### config.mk
export PLATFORM = sky130hd
export DESIGN_NAME = dir_home_ctrl
export DESIGN_NICKNAME = d
export VERILOG_FILES = /design/src/rtl/dir_home_ctrl.sv
export SDC_FILE = /design/constraint.sdc
export NUM_CORES = 1
export LEC_CHECK = 0
export ABC_AREA = 1
export BUFFER_PORTS_ARGS = -buffer_cell sky130_fd_sc_hd__buf_2
export CAP_MARGIN = 0
export CORE_ASPECT_RATIO = 2
export CORE_UTILIZATION = 55
export CTS_CLUSTER_DIAMETER = 120
export CTS_CLUSTER_SIZE = 30
export DETAILED_ROUTE_END_ITERATION = 8
export HOLD_SLACK_MARGIN = 0.12
export PLACE_DENSITY = 0.73
export RECOVER_POWER = 50
export SLEW_MARGIN = 20
export SYNTH_ARGS = -nofsm -noshare
export SYNTH_HDL_FRONTEND = slang
export SYNTH_SLANG_ARGS = --single-unit
### constraint.sdc
create_clock -name clk -period 3.65 [get_ports clk]
set_clock_uncertainty 0.15 [all_clocks]
set_input_delay 0.1825 -clock clk [delete_from_list [all_inputs] [get_ports clk]]
set_output_delay 0.1825 -clock clk [all_outputs]
set_load 0.1 [all_outputs]
### src/rtl/dir_home_ctrl.sv
module dir_home_ctrl #(
  parameter int NODES = 4,
  parameter int AW    = 12,
  parameter int SETS  = 4,
  parameter int WAYS  = 4,
  parameter int TW    = 3
) (
  input  logic             clk,
  input  logic             rst_n,
  input  logic             req_valid,
  output logic             req_ready,
  input  logic [$clog2(NODES)-1:0] req_node,
  input  logic [AW-1:0]    req_addr,
  input  logic             req_write,
  output logic             mem_rd_valid,
  output logic [AW-1:0]    mem_rd_addr,
  output logic [TW-1:0]    mem_rd_tag,
  input  logic             mem_rsp_valid,
  input  logic [TW-1:0]    mem_rsp_tag,
  output logic             mem_wb_valid,
  output logic [AW-1:0]    mem_wb_addr,
  output logic [NODES-1:0] prb_valid,
  output logic             prb_inv,
  output logic [AW-1:0]    prb_addr,
  output logic [$clog2(NODES)-1:0] prb_dest,
  input  logic [NODES-1:0] inv_ack,
  input  logic [NODES-1:0] fwd_ack,
  output logic             rsp_valid,
  output logic [$clog2(NODES)-1:0] rsp_node,
  output logic             rsp_from_cache
);
  localparam int NW = $clog2(NODES);
  localparam int SW = $clog2(SETS);
  localparam int WW = $clog2(WAYS);
  localparam int GW = AW - SW;

  typedef enum logic [2:0] {IDLE, LOOK, PROBE, INV, EVICT, MEMW} st_t;

  st_t             st;
  logic [NW-1:0]   r_node, pnode;
  logic [AW-1:0]   r_addr;
  logic            r_write, mem_got;
  logic [TW-1:0]   tag_ctr, cur_tag;
  logic [NODES-1:0] pend;
  logic [WW-1:0]   way_q;

  logic [WAYS-1:0]  vld_q [SETS];
  logic [WAYS-1:0]  ex_q  [SETS];
  logic [GW-1:0]    tag_q [SETS][WAYS];
  logic [NODES-1:0] sh_q  [SETS][WAYS];
  logic [WW-1:0]    rr_q  [SETS];

  logic [SW-1:0]    s;
  logic [GW-1:0]    gtag;
  logic             hit, has_free;
  logic [WW-1:0]    hway, fway, vict;
  logic [NODES-1:0] req_bit, others, vsh, pend_left;
  logic [NW-1:0]    low;
  logic [AW-1:0]    vaddr;
  logic             accept, mem_now, look, do_fwd, do_winv, do_evict;

  assign s       = r_addr[SW-1:0];
  assign gtag    = r_addr[AW-1:SW];
  assign req_bit = NODES'(1) << r_node;
  assign vict    = rr_q[s];
  assign vsh     = sh_q[s][vict];
  assign vaddr   = {tag_q[s][vict], s};

  always_comb begin
    hit = 1'b0; hway = '0; has_free = 1'b0; fway = '0;
    for (int w = WAYS - 1; w >= 0; w--) begin
      if (vld_q[s][w] && tag_q[s][w] == gtag) begin
        hit = 1'b1; hway = WW'(w);
      end
      if (!vld_q[s][w]) begin
        has_free = 1'b1; fway = WW'(w);
      end
    end
  end

  assign others = sh_q[s][hway] & ~req_bit;

  always_comb begin
    low = '0;
    for (int n = NODES - 1; n >= 0; n--)
      if (others[n]) low = NW'(n);
  end

  assign accept    = req_valid && req_ready;
  assign mem_now   = mem_rsp_valid && mem_rsp_tag == cur_tag;
  assign look      = st == LOOK;
  assign do_fwd    = look && hit && !r_write && |others;
  assign do_winv   = look && hit && r_write && |others;
  assign do_evict  = look && !hit && !has_free;
  assign pend_left = pend & ~inv_ack;

  assign req_ready    = st == IDLE;
  assign mem_rd_valid = accept;
  assign mem_rd_addr  = req_addr;
  assign mem_rd_tag   = tag_ctr;
  assign mem_wb_valid = do_evict && ex_q[s][vict];
  assign mem_wb_addr  = vaddr;
  assign prb_valid    = do_fwd ? (NODES'(1) << low) : do_winv ? others : do_evict ? vsh : '0;
  assign prb_inv      = do_winv || do_evict;
  assign prb_addr     = do_evict ? vaddr : r_addr;
  assign prb_dest     = r_node;
  assign rsp_valid      = (st == PROBE && fwd_ack[pnode]) || (st == MEMW && (mem_got || mem_now));
  assign rsp_node       = r_node;
  assign rsp_from_cache = st == PROBE;

  always_ff @(posedge clk) begin
    if (!rst_n) begin
      st <= IDLE; tag_ctr <= '0; cur_tag <= '0; mem_got <= 1'b0;
      pend <= '0; way_q <= '0; pnode <= '0;
      r_node <= '0; r_addr <= '0; r_write <= 1'b0;
      for (int i = 0; i < SETS; i++) begin
        vld_q[i] <= '0; ex_q[i] <= '0; rr_q[i] <= '0;
      end
    end else begin
      if (st == IDLE) mem_got <= 1'b0;
      else if (mem_now) mem_got <= 1'b1;
      case (st)
        IDLE: if (accept) begin
          r_node <= req_node; r_addr <= req_addr; r_write <= req_write;
          cur_tag <= tag_ctr; tag_ctr <= tag_ctr + 1'b1;
          st <= LOOK;
        end
        LOOK: begin
          if (hit) begin
            if (r_write) begin
              ex_q[s][hway] <= 1'b1;
              sh_q[s][hway] <= req_bit;
              pend <= others;
              st <= (|others) ? INV : MEMW;
            end else begin
              sh_q[s][hway] <= sh_q[s][hway] | req_bit;
              if (|others) ex_q[s][hway] <= 1'b0;
              pnode <= low;
              st <= (|others) ? PROBE : MEMW;
            end
          end else if (has_free) begin
            vld_q[s][fway] <= 1'b1;
            ex_q[s][fway]  <= r_write;
            tag_q[s][fway] <= gtag;
            sh_q[s][fway]  <= req_bit;
            st <= MEMW;
          end else begin
            way_q <= vict;
            rr_q[s] <= vict + 1'b1;
            pend <= vsh;
            st <= EVICT;
          end
        end
        PROBE: if (fwd_ack[pnode]) st <= IDLE;
        INV: begin
          pend <= pend_left;
          if (pend_left == '0) st <= MEMW;
        end
        EVICT: begin
          pend <= pend_left;
          if (pend_left == '0) begin
            ex_q[s][way_q]  <= r_write;
            tag_q[s][way_q] <= gtag;
            sh_q[s][way_q]  <= req_bit;
            st <= MEMW;
          end
        end
        MEMW: if (mem_got || mem_now) st <= IDLE;
        default: st <= IDLE;
      endcase
    end
  end
endmodule

==> impl_metrics.toml, run 1 <==
[finish]
nets = 1989
drive_above_1_share_pct = 35.10
stdcell_count = 2305
final_cell_mix = "nand2_1, edfxtp_1, buf_4, nor2_1, nand3_1"
seq_area_mm2 = 0.008636
fin_util_pct = 75.98
area_growth_pct = 35.46
fillers = 1766
final_common_cell = "nand2_1"
multi_input_area_mm2 = 0.006389

[synth]
synthMuxAreaShare_pct = 0
synth_area_leader_cell = "edfxtp_1"
netlist_area_mm2 = 0.01480
synth_cell_types = 51
synth-seq-area-share_pct = 58.31
avgSynthCellArea_um2 = 9.145
synthXorXnorAreaFrac_pct = 0.4651
synth_fa_ha_area_share_pct = 0.08456
ys_warn_count = 0
yosys.area_share.simple_pct = 25.52
synth_compound_area_share_pct = 9.234
synth.area.top_cells = "edfxtp_1, nand2_1, nand3_1"
synth_top_area_share_pct = 53.58
mappedNetlistNets = 1649
syn_inst = 1618
synth_top_family_by_area = "simple AND/OR/NAND/NOR gates"
ys_ff_latch = 299

[power]
power.leakage_uw = 0.008215
p_per_area_mw_per_mm2 = 728.1
irDropWorstVdd_mv = 0.5603

[floorplanning]
die_h_um = 234.0
die_w_um = 118.0
dieArea_mm2 = 0.02760
num_rows = 84
start_util_pct = 56.09
fp.coreArea_mm2 = 0.02638
ios = 83

[timing]
fmaxAchievable_ghz = 0.2484
slew-limit-headroom_pct = 42.60
setup_slack_ns = -0.3759
period_minus_slack_ns = 4.026
rsz0062_at_grt = "yes"
hold_violations = 0
hold_slack_ns = 0.2472
maxSlewViolCount = 0
setup_viol = 57
tightest_slew_ns = 0.8589
period_share_pct = 110.3

[worst_hold_path]
hold_path.class = "input pin to flip-flop"
worstHoldStart = "fwd_ack[0]"
hold_path_depth = 7

[routing]
firstDrtPassIters = 9
wl_per_cell_um = 23.14
drt_iter0_markers = 1261
viasPerCell = 5.997
wirelength_um = 53340
route.detailed.drc = 0
vias = 13822
final_antenna_net_count = 0

[critical_path]
startpoint_type = "flip-flop"
path_class = "flip-flop to output port"
reg2reg_depth = 27
end_kind = "output port"
crit_required_ns = 3.32
arrival_ns = 3.69
cp_max_fo = 11

[clock_tree]
clk_path_buf_depth = 3
cts.clk_slew.worst_paths_ns = 0.13
insertion_delay_ns = 0.51
clock_sinks = 299
cts.htree.levels = 1
cts_tree = "done"
root_buffer = "clkbuf_16"
cts_inserted_buffers = 13

[grt]
grt_pass1_wl_um = 76910
grt_pass1_vias = 13511
met3_usage_pct = 5.593
use_met1_pct = 35.31
grt_use_total_pct = 38.03
grt_max_degree = 66
met2_usage_pct = 70.09
overflow = 0
antenna_found_initial = 0
grt-busiest-layer = "met2"

[status]
status = "complete, but fails checks"
violations = "setup timing"

[place]
dpl.cell_count = 2185
portBuffers = 82
hpwlAfterDp_um = 35460
gp_congestion = 0.9774

[job]
cap_viol_max_count = 0
## state kept, by name, indices dropped and copies added (netlist names), 3 cells and up, named ones only
signal and cells:
cur_tag 3, ex_q 16, mem_rd_tag 3, pend 4
r_addr 12, rr_q 8, sh_q 64, st 3
tag_q 160, vld_q 16
## worst max-delay path, cell delays in order (launching register included)
cell and delay (ns):
dfxtp_4 0.38, buf_12 0.16, buf_12 0.14, inv_16 0.09, buf_6 0.15, nor2_2 0.05, nor2_1 0.14, o21ai_1 0.09
nand2_1 0.16, nand3_2 0.14, nor2_4 0.13, nand3_4 0.16, nand2_8 0.16, nand3_4 0.10, o21a_1 0.19, nand3_2 0.09
nand2_2 0.08, buf_4 0.18, nand3_4 0.08, and3_4 0.19, nand2_4 0.05, o221ai_4 0.07, clkbuf_16 0.24
## path summary, 6_finish.rpt
kind / endpoint / slack [ns]
hold reg to reg: mem_rd_tag[2] / 0.35
setup reg to reg: ex_q[3][1] / -0.17
setup / recovery: prb_valid[0] / -0.38
hold / removal: st[0] / 0.25
## kinds of logic after synthesis
logic type	Yosys count
xor gates and xnor gates	7
AOI/OAI and AO/OA	241
buffers and inverters	200
and+or+nand+nor	870
adders and majority gates	1
DFF	299
## timing repair
item                                    CTS  global route
hold buffers                             23             0
buffers inserted                         50            18
endpoints found under the setup margin   97           250
gates resized for setup                 149           176
gates cloned                              9             3
hold endpoints to repair                 32             0
pin swaps                                44            68
## power by group
part | internal, µW | switching (µW) | leakage, µW
logic | 3100 | 5520 | 0.00530
registers | 4170 | 160 | 0.00275
clock network | 666 | 980 | 0.000165
total | 7930 | 6660 | 0.00822
## cells in the mapped netlist, drive strengths merged
cell type / instances
a211oi: 1
a21boi: 4
a21oi: 63
a221o: 1
a221oi: 1
a22oi: 2
a31o: 1
a31oi: 6
a32o: 11
a32oi: 3
a41oi: 1
and2: 5
and3: 3
buf: 55
clkbuf: 36
clkinv: 4
dfxtp: 35
edfxtp: 264
ha: 1
inv: 105
nand2: 431
nand3: 199
nand4: 18
nor2: 185
nor3: 24
nor3b: 2
nor4: 2
o21a: 3
o21ai: 121
o221ai: 4
o22ai: 18
o41ai: 1
or2: 1
xnor2: 4
xor2: 3
## per-stage QoR
stage / cell area (µm²) / setup slack, ns / power (µW) / TNS, ns
6_report: 20040 / -0.3759 / 14590 / -7.744
5_1_grt: 20040 / -0.5241 / 15110 / -20.91
4_1_cts: 19220 / -0.2681 / 13890 / -1.883
3_5_place_dp: 17400 / -0.1746 / 11440 / -5.872
3_3_place_gp: 17400 / -0.1597 / 11360 / -4.605
2_1_floorplan: 14860 / -0.5668 / 8520 / -2.498
## layer usage
layer  share of wire [%]  wire [µm]
met2                  52      27900
met5                   0          0
met1                  30      15940
met3                 6.6       3542
met4                  11       5963
## layout make-up
| class | instances | share of cell area [%] |
|---|---|---|
| flip-flops and latches | 299 | 43.08 |
| multi-input cells | 1120 | 31.87 |
| repair buffers | 413 | 18.80 |
| inverters | 109 | 2.272 |
| well taps | 344 | 2.147 |
| clock buffers | 17 | 1.698 |
| repair inverters | 2 | 0.1124 |
| diodes | 1 | 0.01248 |
Power figures use the tool's default switching activity.
==> run 2, diff against run 1 <==
--- a/config.mk
+++ b/config.mk
@@ -7,14 +7,13 @@
 export LEC_CHECK = 0
 export ABC_AREA = 1
 export BUFFER_PORTS_ARGS = -buffer_cell sky130_fd_sc_hd__buf_2
-export CAP_MARGIN = 0
 export CORE_ASPECT_RATIO = 2
 export CORE_UTILIZATION = 55
 export CTS_CLUSTER_DIAMETER = 120
 export CTS_CLUSTER_SIZE = 30
 export DETAILED_ROUTE_END_ITERATION = 8
 export HOLD_SLACK_MARGIN = 0.12
-export PLACE_DENSITY = 0.73
+export PLACE_DENSITY = 0.7
 export RECOVER_POWER = 50
 export SLEW_MARGIN = 20
 export SYNTH_ARGS = -nofsm -noshare
==> impl_metrics.toml, run 2 (synthesis results as in run 1) <==
[grt]
grt_pass1_vias = 13757
grt_use_total_pct = 37.98
grt_max_degree = 66
grt_pass1_wl_um = 76980
overflow = 0
antenna_found_initial = 0

[timing]
period_share_pct = 111.6
setup_slack_ns = -0.4217
maxSlewViolCount = 0
slew-limit-headroom_pct = 35.04
fmaxAchievable_ghz = 0.2456
tightest_slew_ns = 0.9720
period_minus_slack_ns = 4.072
rsz0062_at_grt = "yes"
hold_violations = 0
setup_viol = 66

[power]
comb_power_share_pct = 58.8
seq_power_share_pct = 29.5
p_switching_uw = 6600
power.leakage_uw = 0.008153
p_per_area_mw_per_mm2 = 731.7
irDropWorstVdd_mv = 0.6056
intPower_uw = 7983
swShare_pct = 45.26
clockPowerShare_pct = 11.7
finalPower_uw = 14580

[critical_path]
reg2reg_depth = 26
cp_max_fo = 7
startpoint_type = "flip-flop"
crit_required_ns = 3.32
arrival_ns = 3.74
end_kind = "output port"
path_class = "flip-flop to output port"

[routing]
viasPerCell = 5.905
route.detailed.drc = 0
wl_per_cell_um = 22.63
final_antenna_net_count = 0
vias = 13736
wirelength_um = 52630
firstDrtPassIters = 6
drt_iter0_markers = 1173

[floorplanning]
die_w_um = 118.0
ios = 83
die_h_um = 234.0
fp.coreArea_mm2 = 0.02638
start_util_pct = 56.09
num_rows = 84
dieArea_mm2 = 0.02760

[finish]
drive_above_1_share_pct = 34.36
area_growth_pct = 34.69
diodes = 0
nets = 2006
stdcell_count = 2326
largest_reg_flops = 160
final_common_cell = "nand2_1"
largestRegisters = "tag_q: 160 flops, sh_q: 64 flops"
top_register = "tag_q"
fillers = 1820
final_cell_mix = "nand2_1, buf_4, edfxtp_1, nor2_1, nand3_1"

[clock_tree]
cts_inserted_buffers = 13
clock_sinks = 299
insertion_delay_ns = 0.54
clk_path_buf_depth = 3
root_buffer = "clkbuf_16"
cts.clk_slew.worst_paths_ns = 0.11
cts_tree = "done"
cts.htree.levels = 1

[worst_hold_path]
hold_path_depth = 7
worstHoldStart = "fwd_ack[0]"
hold_path.class = "input pin to flip-flop"

[job]
cap_viol_max_count = 0

[place]
gp_congestion = 1.014
dpl.cell_count = 2205
hpwlAfterDp_um = 35940
portBuffers = 82

[status]
violations = "setup timing"
status = "complete, but fails checks"
## run 2: final timing paths
kind / to / slack, ns
max: prb_addr[10] / -0.42
min reg2reg: cur_tag[0] / 0.33
min: st[0] / 0.27
max reg2reg: ex_q[3][1] / -0.24
## run 2: layout make-up
cell class | instances | area, µm² | area share [%]
inverters | 109 | 436.7 | 2.191
flip-flops and latches | 299 | 8633 | 43.32
repair buffers | 431 | 3869 | 19.41
repair inverters | 1 | 11.26 | 0.05650
clock buffers | 21 | 355.3 | 1.783
well taps | 344 | 430.4 | 2.160
multi-input cells | 1120 | 6185 | 31.03
clock inverters | 1 | 8.758 | 0.04395
## run 2: routing by layer
layer	vias to the layer above	wire length, µm	share of wire [%]	global-route usage [%]
met4	0	5358	10	35.46
met5	-	0	0	0
met1	6450	16620	32	36.80
li1	6274	-	-	-
met2	734	27440	52	69.78
met3	278	3209	6.1	4.377
## run 2: per-stage QoR
stage	TNS [ns]	instance area, µm²	hold WS, ns	setup WS, ns	utilization (%)
after floorplan	-2.498	14860	0.2259	-0.5668	-
after global placement	-0.1248	17550	0.3046	-0.1248	66.53
after detailed placement	-0.1111	17550	0.3214	-0.07066	66.53
after CTS	-2.671	19420	0.2556	-0.2684	73.63
after global routing	-32.58	19930	0.3461	-0.4856	75.55
final	-9.604	19930	0.2702	-0.4217	75.55
## run 2: what timing repair did
| item | in CTS | in global routing |
|---|---|---|
| cloned | 8 | 3 |
| endpoints found under the setup margin | 33 | 260 |
| hold buffers | 23 | 0 |
| gates resized for setup | 166 | 99 |
| endpoints found under the hold margin | 33 | 0 |
| pin swaps | 33 | 50 |
| setup buffers | 50 | 16 |
## run 2: worst max-delay path: stages (launching register included)
cell,delay (ns)
dfxtp_4,0.39
buf_12,0.15
inv_16,0.09
buf_16,0.13
nand2_1,0.07
nand3_2,0.09
nand2_2,0.06
buf_4,0.13
buf_4,0.13
buf_4,0.12
buf_4,0.12
buf_4,0.13
buf_4,0.13
buf_4,0.14
buf_4,0.12
buf_4,0.13
buf_4,0.13
buf_4,0.12
buf_4,0.12
buf_4,0.14
nand2_1,0.06
a32o_2,0.19
nand2_2,0.06
o21ai_2,0.08
buf_12,0.19
## run 2: power groups by stage
stage	Sequential, µW	Combinational (µW)	Clock, µW
2_1_floorplan	4510	4010	0
3_3_place_gp	4370	7140	0
3_5_place_dp	4370	7190	0
4_1_cts	4300	8040	1710
5_1_grt	4330	8970	1810
6_report	4310	8570	1710
